<file path="config.mk">
export PLATFORM = sky130hd
export DESIGN_NAME = rsp_frame_ser
export DESIGN_NICKNAME = d
export VERILOG_FILES = /design/src/rtl/rsp_pkg.sv /design/src/rtl/rsp_csum.sv /design/src/rtl/rsp_seq.sv /design/src/rtl/rsp_frame_ser.sv
export SDC_FILE = /design/constraint.sdc
export NUM_CORES = 1
export LEC_CHECK = 0
export ABC_AREA = 1
export BUFFER_PORTS_ARGS = -buffer_cell sky130_fd_sc_hd__buf_2
export CELL_PAD_IN_SITES_DETAIL_PLACEMENT = 0
export CELL_PAD_IN_SITES_GLOBAL_PLACEMENT = 2
export CORE_MARGIN = 2
export CORE_UTILIZATION = 33
export DETAILED_ROUTE_END_ITERATION = 12
export GPL_TIMING_DRIVEN = 0
export HOLD_SLACK_MARGIN = 0.12
export PLACE_DENSITY = 0.85
export SLEW_MARGIN = 20
export SYNTH_ARGS = -nofsm -noshare
export SYNTH_HDL_FRONTEND = slang
export SYNTH_SLANG_ARGS = --single-unit
</file>
<file path="constraint.sdc">
create_clock -name clk -period 6.7 [get_ports clk]
set_input_delay 0.335 -clock clk [delete_from_list [all_inputs] [get_ports clk]]
set_output_delay 0.335 -clock clk [all_outputs]
set_load 0.01 [all_outputs]
</file>
<file path="src/rtl/rsp_pkg.sv">
package rsp_pkg;

    localparam logic [7:0] BYTE_PAD  = 8'hFA;
    localparam logic [7:0] BYTE_FRM  = 8'hEC;
    localparam logic [7:0] BYTE_END  = 8'hED;
    localparam logic [7:0] ST_BADRSP = 8'h0C;

    localparam int LEGACY_PADS = 1;
    localparam int PACKET_PADS = 3;

    typedef enum logic {
        FMT_LEGACY = 1'b0,
        FMT_PACKET = 1'b1
    } fmt_e;

    typedef enum logic [3:0] {
        PH_IDLE, PH_PAD, PH_FRM, PH_STAT, PH_LEN,
        PH_PAY, PH_SUM, PH_END, PH_TAIL
    } phase_e;

    typedef enum logic [2:0] {
        K_PAD, K_FRM, K_STAT, K_LEN, K_PAY, K_SUM, K_END
    } kind_e;

    typedef struct packed {
        logic  vld;
        kind_e kind;
    } out_tag_t;

    function automatic logic [7:0] const_byte(kind_e k, logic [7:0] st, logic [7:0] ln);
        case (k)
            K_PAD:   return BYTE_PAD;
            K_FRM:   return BYTE_FRM;
            K_STAT:  return st;
            K_LEN:   return ln;
            default: return BYTE_END;
        endcase
    endfunction

endpackage

</file>
<file path="src/rtl/rsp_csum.sv">
module rsp_csum (
    input  logic       clk,
    input  logic       rst,
    input  logic       load_i,
    input  logic [7:0] init_i,
    input  logic       add_i,
    input  logic [7:0] data_i,
    output logic [7:0] sum_o
);
    logic [7:0] sum_q;

    always_ff @(posedge clk) begin
        if (rst)         sum_q <= '0;
        else if (load_i) sum_q <= init_i;
        else if (add_i)  sum_q <= sum_q + data_i;
    end

    assign sum_o = sum_q;
endmodule

</file>
<file path="src/rtl/rsp_seq.sv">
module rsp_seq
    import rsp_pkg::*;
#(
    parameter int MAX_LEN = 544,
    parameter int LEN_W   = 10
) (
    input  logic             clk,
    input  logic             rst,
    input  logic             start_i,
    input  logic             fmt_i,
    input  logic [LEN_W-1:0] len_i,
    input  logic             rx_busy_i,
    input  logic             cs_high_i,
    input  logic             next_i,
    output logic             accept_o,
    output logic             oversize_o,
    output out_tag_t         tag_o,
    output logic [LEN_W-1:0] idx_o,
    output logic [LEN_W-1:0] len_o,
    output fmt_e             fmt_o,
    output logic             active_o
);
    localparam logic [1:0] LEG_PAD_LAST = 2'(LEGACY_PADS - 1);
    localparam logic [1:0] PKT_PAD_LAST = 2'(PACKET_PADS - 1);

    phase_e           ph_q;
    logic [1:0]       pad_q;
    logic [LEN_W-1:0] idx_q, len_q;
    fmt_e             fmt_q;
    out_tag_t         tag_q;
    logic             take;
    logic             last_pay;

    assign accept_o   = (ph_q == PH_IDLE) && start_i && rx_busy_i && !cs_high_i;
    assign oversize_o = (int'(len_i) > MAX_LEN);
    assign take       = next_i && !cs_high_i && (ph_q != PH_IDLE);
    assign last_pay   = ((idx_q + LEN_W'(1)) == len_q);

    always_ff @(posedge clk) begin
        if (rst) begin
            ph_q  <= PH_IDLE;
            pad_q <= '0;
            idx_q <= '0;
            len_q <= '0;
            fmt_q <= FMT_LEGACY;
            tag_q <= '{vld: 1'b0, kind: K_PAD};
        end else if (cs_high_i) begin
            ph_q      <= PH_IDLE;
            tag_q.vld <= 1'b0;
        end else if (accept_o) begin
            ph_q      <= PH_PAD;
            fmt_q     <= fmt_e'(fmt_i);
            pad_q     <= fmt_i ? PKT_PAD_LAST : LEG_PAD_LAST;
            idx_q     <= '0;
            len_q     <= oversize_o ? '0 : len_i;
            tag_q.vld <= 1'b0;
        end else if (take) begin
            tag_q.vld <= 1'b1;
            case (ph_q)
                PH_PAD: begin
                    tag_q.kind <= K_PAD;
                    if (pad_q == '0) ph_q <= PH_FRM;
                    else             pad_q <= pad_q - 2'd1;
                end
                PH_FRM: begin
                    tag_q.kind <= K_FRM;
                    if (fmt_q == FMT_LEGACY) ph_q <= PH_STAT;
                    else                     ph_q <= (len_q == '0) ? PH_END : PH_PAY;
                end
                PH_STAT: begin
                    tag_q.kind <= K_STAT;
                    ph_q       <= PH_LEN;
                end
                PH_LEN: begin
                    tag_q.kind <= K_LEN;
                    ph_q       <= (len_q == '0) ? PH_SUM : PH_PAY;
                end
                PH_PAY: begin
                    tag_q.kind <= K_PAY;
                    idx_q      <= idx_q + LEN_W'(1);
                    if (last_pay) ph_q <= (fmt_q == FMT_LEGACY) ? PH_SUM : PH_END;
                end
                PH_SUM: begin
                    tag_q.kind <= K_SUM;
                    ph_q       <= PH_END;
                end
                default: begin
                    tag_q.kind <= K_END;
                    ph_q       <= PH_TAIL;
                end
            endcase
        end else begin
            tag_q.vld <= 1'b0;
        end
    end

    assign tag_o    = tag_q;
    assign idx_o    = idx_q;
    assign len_o    = len_q;
    assign fmt_o    = fmt_q;
    assign active_o = (ph_q != PH_IDLE);

    assert_pay_in_range_R7: assert property (@(posedge clk) disable iff (rst)
        (ph_q == PH_PAY) |-> (idx_q < len_q));

    assert_start_ignored_R6: assert property (@(posedge clk) disable iff (rst)
        ((ph_q == PH_IDLE) && start_i && !rx_busy_i) |=> (ph_q == PH_IDLE));
endmodule

</file>
<file path="src/rtl/rsp_frame_ser.sv">
module rsp_frame_ser
    import rsp_pkg::*;
#(
    parameter  int MAX_LEN = 544,
    localparam int LEN_W   = $clog2(MAX_LEN + 1)
) (
    input  logic             clk,
    input  logic             rst,
    input  logic             start_i,
    input  logic             fmt_i,
    input  logic [7:0]       status_i,
    input  logic [LEN_W-1:0] len_i,
    input  logic             rx_busy_i,
    input  logic             cs_high_i,
    input  logic             next_i,
    output logic [LEN_W-1:0] rd_addr_o,
    input  logic [7:0]       rd_data_i,
    output logic [7:0]       byte_o,
    output logic             byte_vld_o,
    output logic             active_o
);
    logic             accept, oversize;
    out_tag_t         tag;
    logic [LEN_W-1:0] idx, len_q;
    fmt_e             fmt_q;
    logic [7:0]       status_q, sum, st_eff, len_eff;

    rsp_seq #(.MAX_LEN(MAX_LEN), .LEN_W(LEN_W)) u_seq (
        .clk       (clk),
        .rst       (rst),
        .start_i   (start_i),
        .fmt_i     (fmt_i),
        .len_i     (len_i),
        .rx_busy_i (rx_busy_i),
        .cs_high_i (cs_high_i),
        .next_i    (next_i),
        .accept_o  (accept),
        .oversize_o(oversize),
        .tag_o     (tag),
        .idx_o     (idx),
        .len_o     (len_q),
        .fmt_o     (fmt_q),
        .active_o  (active_o)
    );

    assign st_eff  = oversize ? ST_BADRSP : status_i;
    assign len_eff = oversize ? 8'h00 : len_i[7:0];

    always_ff @(posedge clk) begin
        if (rst)         status_q <= '0;
        else if (accept) status_q <= st_eff;
    end

    rsp_csum u_csum (
        .clk    (clk),
        .rst    (rst),
        .load_i (accept),
        .init_i (st_eff + len_eff),
        .add_i  (tag.vld && (tag.kind == K_PAY)),
        .data_i (rd_data_i),
        .sum_o  (sum)
    );

    assign rd_addr_o  = idx;
    assign byte_vld_o = tag.vld;

    always_comb begin
        case (tag.kind)
            K_PAY:   byte_o = rd_data_i;
            K_SUM:   byte_o = sum;
            default: byte_o = const_byte(tag.kind, status_q, len_q[7:0]);
        endcase
    end

    assert_vld_after_req_R9: assert property (@(posedge clk) disable iff (rst)
        byte_vld_o |-> $past(next_i));

    assert_abort_idle_R8: assert property (@(posedge clk) disable iff (rst)
        cs_high_i |=> (!active_o && !byte_vld_o));

    assert_status_legacy_only_R4: assert property (@(posedge clk) disable iff (rst)
        (byte_vld_o && (tag.kind == K_STAT || tag.kind == K_SUM)) |-> (fmt_q == FMT_LEGACY));

    assert_idle_no_byte_R10: assert property (@(posedge clk) disable iff (rst)
        (!active_o && next_i) |=> !byte_vld_o);
endmodule

</file>
* After elaboration in Yosys (flattened, before gate mapping)
Index checks and enable logic that the tools add are counted.
** Word-level totals
- Register bits :: 47
- Input bits :: 33
- Output and inout port bits :: 20
- Logic and storage cells :: 84
** Cells by class
- $add $sub $neg :: 4
- $lt $le $gt $ge :: 1
- Equality and inequality tests :: 17
- Multiplexer cells :: 26
- Bitwise logic cells :: 2
- Reduce and logical (&&, ||, !) cells :: 24
** Operator list (count)
- two-way mux 10 bit :: 4
- two-way mux 8 bit :: 4
- case mux 8 bit (4 select lines) :: 1
- case mux 4 bit (6 select lines) :: 1
- case mux 3 bit (6 select lines) :: 1
- adder 8 bit :: 2
- case mux 8 bit (2 select lines) :: 1
- two-way mux 2 bit :: 7
- equality test 4 x 3 -> 1 bit, second input constant :: 3
- two-way mux 4 bit :: 3
- AND reduction 3 bit :: 4
- adder 10 x 1 -> 10 bit, second input constant :: 1
- equality test 10 bit :: 1
- > comparator 10 bit, second input constant :: 1
- zero test 10 bit :: 1
- equality test 4 x 2 -> 1 bit, second input constant :: 2
- nonzero test 2 bit :: 4
- equality test 3 x 2 -> 1 bit, second input constant :: 2
- equality test 3 bit, second input constant :: 2
- logical AND 1 bit :: 6
- inequality test 3 x 2 -> 1 bit, second input constant :: 2
- equality test 4 x 1 -> 1 bit, second input constant :: 1
- zero test 4 bit :: 1
- two-way mux 1 bit :: 4
- other kinds (13) :: 15

* Longest topological paths before layout
- Depth after elaboration :: 6
- Gate-level depth with buffers :: 21
- Mapped depth without buffers :: 20

* Cells and area by module
Synthesis repeated with hierarchy kept, for this count alone.
** Second synthesis, totals
- Cell total of the unflattened synthesis :: 574
- Area total of the unflattened synthesis :: 3503.4 um2
** Modules (own cells, without submodules)
- rsp_seq :: times used 1, cells each 272, area an instance 1766.7 um2, seq. area each 620.6 um2
- rsp_frame_ser :: times used 1, cells each 200, area an instance 1061.0 um2, seq. area each 160.2 um2
- rsp_csum :: times used 1, cells each 102, area an instance 675.6 um2, seq. area each 160.2 um2

* Least setup slack after synthesis
No wires, ideal clock.
- Path type :: input to register
- Start :: in len_i[3]
- End :: reg u_csum.sum_q[6], in the netlist u_csum.sum_o[6]
- Library setup time :: 108 ps
- Data arrival time :: 2544 ps
- Data required time :: 6592 ps
- Slack :: 4048 ps
- Cell stages on the path :: 21
- Buffers on the path :: 1
- Cells stage by stage :: inv_1 nand3_1 o21ai_0 nand2_1 nand2_1 buf_2 clkinv_1 nor2_1 ha_1 inv_1 fa_1 inv_1 nand3_1 nand2_1 nand2_1 nand2_1 a21oi_1 xor2_1 a21oi_1 a21o_1 inv_1
** Between the ends
- Word-level cells in the longest chain between the ends :: 4
- Elaborated cells on any way between the ends :: 5
- Those cells by class :: add/sub: 1; order compare: 1; mux: 3
** RTL lines
- start: declaration :: line rsp_frame_ser.sv:12 : input logic [LEN_W-1:0] len_i,
- > comparator 10 bit :: line rsp_seq.sv:35 : assign oversize_o = (int'(len_i) > MAX_LEN);
- two-way mux 8 bit :: line rsp_frame_ser.sv:47 : assign len_eff = oversize ? 8'h00 : len_i[7:0];
- named net len_eff[0] :: line rsp_frame_ser.sv:26 : logic [7:0] status_q, sum, st_eff, len_eff;
- adder 8 bit :: line rsp_frame_ser.sv:58 : .init_i (st_eff + len_eff),
- two-way mux 8 bit :: line rsp_csum.sv:14 : else if (load_i) sum_q <= init_i;
- end signal: assignment :: line rsp_csum.sv:14
- end signal: assignment :: line rsp_csum.sv:15 : else if (add_i) sum_q <= sum_q + data_i;
- end: declaration :: line rsp_csum.sv:10 : logic [7:0] sum_q;
The timed path passes the listed nets, and every way through them passes these cells.
A chain may end at the register's enable or synchronous reset.

* Worst setup path after layout
- Start :: in len_i[2]
- End :: reg u_csum.sum_q[6], in the netlist u_csum.sum_o[6]
The elaborated chain is that of the path after synthesis.

==> impl_metrics.py <==
metrics = {
    "critical_path": {
        "rr_endpoint": "u_seq.ph_q[0]$_SDFFE_PP0P_",
        "cp.arrival_ps": 3360,
        "worstPathRequired_ps": 6960,
        "rr_worst_depth": 15,
        "start_kind": "primary input",
        "crit_path_cell_trace": "buf_2 > inv_1 > nand3_1 > o21ai_0 > nand2_1 > nand2_1 > buf_2 > clkinv_1 > nor2_1 > ha_1 > inv_1 > fa_1 > inv_1 > nand3_1 > nand2_1 > nand2_1 > nand2_1 > a21oi_1 > xor2_1 > a21oi_1 > a21o_1 > inv_1",
        "critical_path_class": "primary input to flip-flop",
        "cpPeakStageDelay_ps": 350,
        "cp_slowest_cell": "fa_1",
        "cp_common_cell": "nand2_1",
        "r2r_slack_ps": 4720,
        "critical_path_peak_fanout": 10,
        "r2r_start": "u_seq.idx_o[1]$_SDFFE_PP0P_",
        "end_kind": "flip-flop",
    },
    "global_route": {
        "grt.overflow.total": 0,
        "grt_pass1_wl_mm": 17.0,
        "grt_pass1_vias": 3344,
        "grt_max_degree": 15,
        "track_usage_pct": 19.3,
        "antenna_found_initial": 0,
    },
    "min_path": {
        "hold_start": "fmt_i",
        "min_path_type": "primary input to flip-flop",
        "whs_path_depth": 3,
        "min_to": "u_seq.fmt_o$_SDFFE_PP0P_",
    },
    "floorplanning": {
        "fp.dieH_um": 105,
        "design.die.area_mm2": 0.0110,
        "ios": 53,
        "initial_core_util_pct": 34.2,
        "core_area_mm2": 0.00986,
        "rows": 36,
        "die-width_um": 105,
    },
    "layout": {
        "drive_above_1_share_pct": 16.1,
        "stdcell_count": 712,
        "finalNetCount": 629,
        "fin_util_pct": 39.6,
        "area_growth_pct": 16.0,
        "stdcell_area_mm2": 0.00391,
        "antennaDiodeCount": 0,
    },
    "detailed_routing": {
        "route.detailed.drc": 0,
        "vias_per_cell": 5.00,
        "dr_total_vias": 3561,
        "drtAntennaViolNets": 0,
        "drtIter0Drc": 193,
        "avgRoutedWirePerCell_um": 14.6,
        "first_pass_iters": 4,
        "wirelength_mm": 10.4,
    },
    "yosys": {
        "synth_cell_types": 40,
        "syn-num-nets": 571,
        "synthMostInstantiatedCell": "nand2_1",
        "synth.yosys.warnings": 0,
        "ys_ff_latch": 47,
        "yosys.area.top_type": "dfxtp_1",
        "synth_area_leaders": "dfxtp_1 28%, nand2_1 12%, inv_1 9.9%",
        "synth-async-reset-ratio_pct": 0,
        "ys_seq_area_share_pct": 27.9,
        "synth_edf_count": 0,
        "syn_area_per_cell_um2": 6.48,
        "synth_top_area_share_pct": 27.9,
        "ys_dominant_reg_cell": "dfxtp_1",
        "netlist_area_mm2": 0.00337,
        "synthCells": 520,
        "ys_top_cells_by_count": "107 x nand2_1, 89 x inv_1, 53 x nor2_1",
    },
    "sta": {
        "skew_ps": 13.3,
        "finalSetupViolations": 0,
        "hold_viol": 0,
        "slew_violations": 0,
        "slew_headroom_pct": 61.8,
        "min_period_ps": 3100,
        "max_freq_mhz": 323,
        "period_share_pct": 46.2,
        "tightest_slew_ps": 573,
        "fin_tns_setup_ps": 0,
        "rsz0062_at_grt": "no",
    },
    "clock_network": {
        "insertion_delay_ps": 310,
        "htree_levels": 2,
        "postCtsSetupBuffers": 0,
        "cts_sinks": 47,
        "tritoncts": "done",
        "path_clk_slew_ps": 100,
        "cts_made_buffers": 5,
        "holdBufCountCts": 0,
        "cts_root_buffer": "clkbuf_8",
        "clockBufferDepth": 2,
        "cts_resized": 0,
    },
    "place": {
        "portBuffers": 51,
        "dpl_cell_area_mm2": 0.00379,
        "dp_hpwl_mm": 8.29,
        "gp_congestion": 0.893,
        "dp_cells": 704,
    },
    "power_and_ir_drop": {
        "p_leak_nw": 1.76,
        "pwr-share-clk_pct": 36.9,
        "pwr-share-comb_pct": 17.0,
        "p_seq_share_pct": 46.1,
        "total_power_w": 0.000629,
        "p_switching_w": 0.000183,
        "p_int_w": 0.000446,
        "power_density_mw_per_mm2": 161,
        "power.share.switching_pct": 29.1,
        "vdd_drop_max_mv": 0.0758,
    },
    "run": {
        "max-cap-violations": 0,
    },
    "outcome": {
        "status": "completed",
    },
}
==> cells in the final DEF (no fill, tap or decap), types with 2 or more instances in the layout <==
| cell | Yosys | routed |
|---|---|---|
| a21oi_1 | 30 | 30 |
| a221oi_1 | 6 | 6 |
| a31oi_1 | 4 | 4 |
| buf_2 | 6 | 57 |
| clkbuf_1 | 5 | 5 |
| clkbuf_8 | 0 | 6 |
| dfxtp_1 | 47 | 47 |
| fa_1 | 2 | 2 |
| ha_1 | 16 | 16 |
| inv_1 | 89 | 89 |
| inv_2 | 2 | 2 |
| nand2_1 | 107 | 107 |
| nand2_2 | 6 | 6 |
| nand3_1 | 43 | 43 |
| nand3_2 | 6 | 6 |
| nand4_1 | 8 | 8 |
| nor2_1 | 53 | 53 |
| nor2_2 | 6 | 6 |
| nor2_4 | 4 | 4 |
| nor3_1 | 9 | 9 |
| nor4_1 | 2 | 2 |
| o21ai_0 | 21 | 21 |
| o221ai_1 | 9 | 9 |
| o22ai_1 | 13 | 13 |
| o32ai_1 | 4 | 4 |
| or2_2 | 2 | 2 |
| xnor2_1 | 2 | 2 |
| xor2_1 | 5 | 5 |
==> power by group through the flow <==
stage                     sequential, W  combinational [W]  clock (W)
after floorplan                0.000295          0.0000697          0
final                          0.000290           0.000107   0.000232
after detailed placement       0.000297           0.000107          0
after global routing           0.000291           0.000122   0.000249
after global placement         0.000297           0.000106          0
after CTS                      0.000290           0.000108   0.000239
==> sequential cells by signal, summed over array words and instances (netlist names) <==
name / cells
u_seq.tag_o: 4
u_seq.ph_q: 4
u_seq.fmt_o: 1
status_q: 8
u_csum.sum_o: 8
u_seq.len_o: 10
u_seq.idx_o: 10
u_seq.pad_q: 2
==> cell type report <==
cell class | instances | area [um^2]
Sequential cell | 47 | 941
Multi-Input combinational cell | 370 | 2040
Tap cell | 133 | 166
Timing Repair Buffer | 51 | 255
Clock inverter | 2 | 35.0
Clock buffer | 6 | 82.6
Inverter | 92 | 345
Fill cell | 1093 | 5950
Buffer | 11 | 48.8
==> per-stage QoR <==
stage	hold WS [ps]	setup WS [ps]
finish	302	3600
global placement	466	3320
CTS	293	3640
floorplan	446	4050
detailed placement	467	3320
global route	314	3290
==> per-layer routing <==
layer	share of wire, %	global-route usage (%)	wire, um	up-vias
li1	-	-	-	1830
met1	50	27.2	5250	1659
met2	45	31.1	4690	60
met3	3.2	2.74	333	12
met4	1.3	4.57	137	0
met5	0	0	0	-
==> worst max-delay path by stage <==
stage                  start                            to  slack [ps]  depth (start not counted)
floorplan           len_i[3]  u_csum.sum_o[6]$_SDFFE_PP0P_        4050                         21
global placement    len_i[2]  u_csum.sum_o[6]$_SDFFE_PP0P_        3320                         22
detailed placement  len_i[2]  u_csum.sum_o[6]$_SDFFE_PP0P_        3320                         22
CTS                 len_i[2]  u_csum.sum_o[6]$_SDFFE_PP0P_        3640                         22
global route        len_i[0]  u_csum.sum_o[6]$_SDFFE_PP0P_        3290                         22
finish              len_i[2]  u_csum.sum_o[6]$_SDFFE_PP0P_        3600                         22
==> kinds of logic (layout without fill, tap and decap cells) <==
| family | count (synthesis) | in the layout | synth area share [%] |
|---|---|---|---|
| simple gates | 251 | 251 | 34.3 |
| compound gates | 94 | 94 | 17.1 |
| xor+xnor | 7 | 7 | 1.82 |
| flops | 47 | 47 | 27.9 |
| buf+inv | 103 | 162 | 11.7 |
| fa+ha+maj | 18 | 18 | 7.12 |
==> worst max-delay path: cells and delay by family <==
family                     cells  cell delay (ps)
and+or+nand+nor                8              760
adders and majority gates      2              560
xor gates and xnor gates       1              280
buffers and inverters          7              920
AOI/OAI and AO/OA              4              500
No activity file was read; power rests on OpenSTA's default activity.
